[src/rtl/seq_pkg.sv]
package seq_pkg;
  typedef enum logic [1:0] {
    PH_IDLE = 2'd0,
    PH_STOP = 2'd1,
    PH_LOCK = 2'd2,
    PH_RUN  = 2'd3
  } phase_t;
endpackage

[src/rtl/seq_cycle_counter.sv]
module seq_cycle_counter #(
  parameter int LIMIT = 16
) (
  input  logic clk,
  input  logic rst,
  input  logic clr,
  input  logic en,
  output logic done
);
  localparam int W = $clog2(LIMIT + 1);
  localparam logic [W-1:0] LAST = W'(LIMIT);

  logic [W-1:0] cnt_q;

  always_ff @(posedge clk) begin
    if (rst || clr)
      cnt_q <= '0;
    else if (en && (cnt_q != LAST))
      cnt_q <= cnt_q + 1'b1;
  end

  assign done = (cnt_q == LAST);


  clr_restart_chk: assert property (@(posedge clk) disable iff (rst)
    clr |=> !done);
endmodule

[src/rtl/seq_phase_fsm.sv]
module seq_phase_fsm
  import seq_pkg::*;
#(
  parameter bit BYPASS = 1'b0
) (
  input  logic   clk,
  input  logic   rst,
  input  logic   pwr_good,
  input  logic   clk_stable,
  input  logic   freq_change,
  input  logic   stop_done,
  input  logic   lock_done,
  output phase_t state_q,
  output phase_t state_d
);
  always_comb begin
    state_d = state_q;
    if (!pwr_good || !clk_stable) begin
      state_d = PH_IDLE;
    end else if (freq_change && (state_q != PH_IDLE)) begin
      state_d = PH_IDLE;
    end else begin
      unique case (state_q)
        PH_IDLE: state_d = BYPASS ? PH_RUN : PH_STOP;
        PH_STOP: if (stop_done) state_d = PH_LOCK;
        PH_LOCK: if (lock_done) state_d = PH_RUN;
        PH_RUN:  state_d = PH_RUN;
        default: state_d = PH_IDLE;
      endcase
    end
  end

  always_ff @(posedge clk) begin
    if (rst) state_q <= PH_IDLE;
    else     state_q <= state_d;
  end
endmodule

[src/rtl/sram_init_seq.sv]
module sram_init_seq
  import seq_pkg::*;
#(
  parameter int CLK_MHZ     = 250,
  parameter int DLL_MIN_MHZ = 120,
  parameter int LOCK_CYCLES = 2048,
  parameter int ZQ_CYCLES   = 1024,
  parameter int STOP_CYCLES = 4
) (
  input  logic clk,
  input  logic rst,
  input  logic pwr_good,
  input  logic clk_stable,
  input  logic freq_change,
  input  logic dll_pin_strapped,
  output logic dll_enable,
  output logic clk_run,
  output logic write_ready,
  output logic read_ready
);
  localparam bit BYPASS = (CLK_MHZ < DLL_MIN_MHZ);

  phase_t state_q, state_d;
  logic   stop_done, lock_done, zq_done;
  logic   dll_q, run_q, wr_q;

  seq_phase_fsm #(.BYPASS(BYPASS)) u_fsm (
    .clk        (clk),
    .rst        (rst),
    .pwr_good   (pwr_good),
    .clk_stable (clk_stable),
    .freq_change(freq_change),
    .stop_done  (stop_done),
    .lock_done  (lock_done),
    .state_q    (state_q),
    .state_d    (state_d)
  );

  seq_cycle_counter #(.LIMIT(STOP_CYCLES)) u_stop_cnt (
    .clk (clk),
    .rst (rst),
    .clr (state_q != PH_STOP),
    .en  (state_q == PH_STOP),
    .done(stop_done)
  );

  seq_cycle_counter #(.LIMIT(LOCK_CYCLES)) u_lock_cnt (
    .clk (clk),
    .rst (rst),
    .clr (state_q != PH_LOCK),
    .en  (state_q == PH_LOCK),
    .done(lock_done)
  );

  // Non-read cycles: only counted while the memory clock is running.
  seq_cycle_counter #(.LIMIT(ZQ_CYCLES)) u_zq_cnt (
    .clk (clk),
    .rst (rst),
    .clr (state_q == PH_IDLE),
    .en  (run_q),
    .done(zq_done)
  );

  always_ff @(posedge clk) begin
    if (rst) begin
      dll_q <= 1'b0;
      run_q <= 1'b1;
      wr_q  <= 1'b0;
    end else begin
      dll_q <= !BYPASS && ((state_d == PH_LOCK) || (state_d == PH_RUN));
      run_q <= !((state_d == PH_STOP) && dll_pin_strapped);
      wr_q  <= (state_d == PH_RUN);
    end
  end

  assign dll_enable  = dll_q;
  assign clk_run     = run_q;
  assign write_ready = wr_q;
  assign read_ready  = wr_q && zq_done;


  pwr_drop_chk: assert property (@(posedge clk) disable iff (rst)
    !pwr_good |=> (!dll_enable && clk_run && !write_ready && !read_ready));


  unstable_hold_chk: assert property (@(posedge clk) disable iff (rst)
    !clk_stable |=> (!dll_enable && !write_ready));


  ready_after_lock_chk: assert property (@(posedge clk) disable iff (rst)
    $rose(write_ready) |-> (BYPASS || $past(lock_done)));


  stop_only_strapped_chk: assert property (@(posedge clk) disable iff (rst)
    !clk_run |-> (dll_pin_strapped && !dll_enable && !write_ready));


  read_gate_chk: assert property (@(posedge clk) disable iff (rst)
    read_ready |-> write_ready);


  freq_drop_chk: assert property (@(posedge clk) disable iff (rst)
    (freq_change && write_ready) |=> (!write_ready && !read_ready && !dll_enable));

  generate
    if (BYPASS) begin : g_bypass_chk

      bypass_off_chk: assert property (@(posedge clk) disable iff (rst)
        !dll_enable);
    end
  endgenerate
endmodule

[config.mk]
export PLATFORM = sky130hd
export DESIGN_NAME = sram_init_seq
export DESIGN_NICKNAME = d
export VERILOG_FILES = /design/src/rtl/seq_pkg.sv /design/src/rtl/seq_cycle_counter.sv /design/src/rtl/seq_phase_fsm.sv /design/src/rtl/sram_init_seq.sv
export SDC_FILE = /design/constraint.sdc
export NUM_CORES = 1
export LEC_CHECK = 0
export CAP_MARGIN = 20
export CORE_ASPECT_RATIO = 2
export CORE_MARGIN = 2
export CORE_UTILIZATION = 51
export DETAILED_ROUTE_END_ITERATION = 8
export GPL_TIMING_DRIVEN = 0
export MAX_ROUTING_LAYER = met4
export PLACE_DENSITY = 0.7
export SLEW_MARGIN = 10
export SYNTH_ARGS = -nofsm -noshare
export SYNTH_HDL_FRONTEND = slang
export SYNTH_SLANG_ARGS = --single-unit
[constraint.sdc]
create_clock -name clk -period 1.5 [get_ports clk]
set_clock_uncertainty 0.05 [all_clocks]
set_input_delay 0.3 -clock clk [delete_from_list [all_inputs] [get_ports clk]]
set_output_delay 0.3 -clock clk [all_outputs]
set_load 0.1 [all_outputs]
==> run summary <==
Yosys top cell area share: 42.6%
Initial antenna violation count: 0
Final setup viols: 3
Run status: finished with violations
Fin area: 1890 sq um
Sink of the worst hold path: u_stop_cnt.cnt_q[1]
Peak VDD IR: 0.821 mV
CTS tree: built
Mapped Area: 1460 sq um
Post-synth EDFFs: 0
WL per Instance: 14.1 um
Dpl cells: 197
Syn avg cell area: 9.17 sq um
GRT Residual Overflow: 0
HP Start: u_stop_cnt.cnt_q[1]
Die Area: 3330 sq um
Clock power share: 40.6%
Hold_buf cts: 0
Final period util: 119%
Warnings from Yosys: 0
Total Nets Final: 197
WHS: 0.443 ns
Area after DPL: 1630 sq um
R2r startpoint: u_lock_cnt.cnt_q[0]
Switch Pwr: 302 uW
Cell Int Power: 1.17 mW
Std-Cell Rows: 27
Depth of the most critical reg-to-reg path: 6
Ranking of synthesized cells by area: dfxtp_1 43%, xor2_1 7.8%, nor2_1 6.7%
Switch share: 20.5%
Fmax: 0.559 GHz
Seq/Total Area, Yosys: 42.6%
Main synth FF type: dfxtp_1
H-tree Lvls: 2
Clock-pin slew on the worst setup and hold paths: 0.06 ns
Die Y: 79.6 um
Post-detailed-route DRC marker count: 0
Post-synth ARST share: 0%
Port Buffer Count: 9
Post-Syn Nets: 171
Comb pwr share: 3.4%
Via Count: 1181
Hold path depth: 2
Unrepaired setup endpoints after global routing: yes
CP endpoint kind: primary output
Reg2reg setup slack: -0.06 ns
Hold Path Class: flip-flop to flip-flop
Root Driver: clkbuf_8
Failing checks: negative setup slack
Count leader, synth: dfxtp_1
Hold Vio Cnt, Final: 0
Worst r2r dst: write_ready
# Max-Cap Violations: 0
Die width: 41.8 um
Placeable core region: 2740 sq um
Non-Filler Instances: 215
DP HPWL: 2120 um
Clock tree sinks: 31
Post-Route WL: 3030 um
Max transition margin: 67.7%
Antenna cells: 0
Pwr Density: 779 nW/um^2
Gpl congestion: 0.849
Seq cells post-synth: 31
Sequential Power Share: 56.0%
Share of layout cells above drive strength 1: 32.8%
Starting density of the core: 53.3%
Worst setup margin: -0.289 ns
CP required: 1.15 ns
Top cells by count, synth: 31 x dfxtp_1, 26 x nor2_1, 13 x xor2_1, 10 x nand2_1, 8 x nand4_1
Total power draw: 1.47 mW
Cell accounting for the most synthesized area: dfxtp_1
Clock latency on the worst-skew pair: 0.27 ns
CTS Buf Count: 5
CP Max Fanout: 3
Post-layout util: 69.1%
Worst setup SP type: flip-flop
Synth cell types: 38
Largest net degree at the start of global routing: 11
Slew Viols, Final: 0
WS Path Type: flip-flop to primary output
Final min period: 1.79 ns
Vias in the first global route: 1222
First-pass detailed-route iteration total: 4
ANT nets after route: 0
First-pass GRT wire length: 5310 um
Leak: 0.696 nW
CTS Buffer Depth: 2
Actual slew at the worst max-slew pin: 0.488 ns
Post-Synthesis Cells: 159
Total track usage: 21.1%
Area grow syn2layout: 29.7%
Ports: 10
CP Data Arrival Time: 1.44 ns
1st-iter DRT viols: 6
Vias per cell: 5.49
[worst max path at each step]
stage	slack [ns]	depth (start not counted)	endpoint	startpoint
final	-0.29	5	read_ready	u_zq_cnt.cnt_q[0]
after global routing	-0.34	5	read_ready	u_zq_cnt.cnt_q[0]
after CTS	-0.25	3	read_ready	u_zq_cnt.cnt_q[5]
after detailed placement	-1.01	3	read_ready	u_zq_cnt.cnt_q[7]
after global placement	-0.98	3	read_ready	u_zq_cnt.cnt_q[7]
after floorplan	-0.02	1	read_ready	write_ready
[worst max-delay path, stage by stage (launching register included)]
cell and delay [ns]:
dfxtp_4 0.35, inv_1 0.07, ha_2 0.16, nor2b_4 0.16
and4_4 0.25, buf_12 0.17
[area by class of cell]
class	instances	area, sq um
Tap cell	29	36.3
Sequential cell	31	651
Clock buffer	7	76.3
Clock inverter	1	5.00
Buffer	3	21.3
Fill cell	224	846
Multi-Input combinational cell	118	911
Inverter	7	26.3
Timing Repair Buffer	19	164
[per-stage QoR]
| stage | TNS (ns) | setup WS (ns) |
|---|---|---|
| after floorplan | -0.0269 | -0.0214 |
| after global placement | -7.81 | -0.981 |
| after detailed placement | -8.26 | -1.01 |
| after CTS | -0.504 | -0.251 |
| after global routing | -0.722 | -0.342 |
| final | -0.349 | -0.289 |
[cell usage in the layout (no fill, tap or decap), types with 4 or more instances in the layout]
cell             Yosys  layout
dfxtp_2              0      12
buf_4                0       9
xnor2_1              6       6
nor2_1              26      26
nand4_1              8       8
a21oi_1              4       4
inv_1                7       5
xor2_1              13      13
dfxtp_4              0       4
clkdlybuf4s50_1      0       5
dfxtp_1             31      15
clkbuf_8             0       5
nand2_1             10       9
nand3_1              7       7
[power groups by stage]
stage	logic [mW]	registers [mW]	clock network (mW)
after floorplan	0.0180	0.852	0
after global placement	0.0422	0.848	0
after detailed placement	0.0434	0.848	0
after CTS	0.0465	0.827	0.629
after global routing	0.0539	0.825	0.648
final	0.0496	0.825	0.599
[sequential cells by signal, summed over array words and instances (netlist names)]
| register | flops |
|---|---|
| u_lock_cnt.cnt_q | 12 |
| dll_enable | 1 |
| u_stop_cnt.cnt_q | 3 |
| write_ready | 1 |
| clk_run | 1 |
| u_zq_cnt.cnt_q | 11 |
| u_fsm.state_q | 2 |
[cells by family (layout without fill, tap and decap cells)]
group	Yosys count	in the layout	share of synthesized area (%)
mux	2	2	1.37
simple gates	79	79	30.7
buf+inv	10	37	2.66
compound gates	12	12	6.09
flops	31	31	42.6
xor+xnor	19	19	11.4
fa+ha+maj	6	6	5.15
[layer usage]
layer,GRT usage [%],part of all wire [%],up-vias
li1,-,-,602
met1,20.2,38,562
met2,39.2,58,11
met3,3.62,1.7,6
met4,10.3,2.6,0
met5,-,0,-
[what timing repair did]
item                                    in CTS  in global routing
endpoints found under the setup margin      10                 21
buffers inserted                             7                  4
pin swaps                                    7                 12
gates resized for setup                     37                 22
Note: power is estimated with default switching activity, not from simulation.
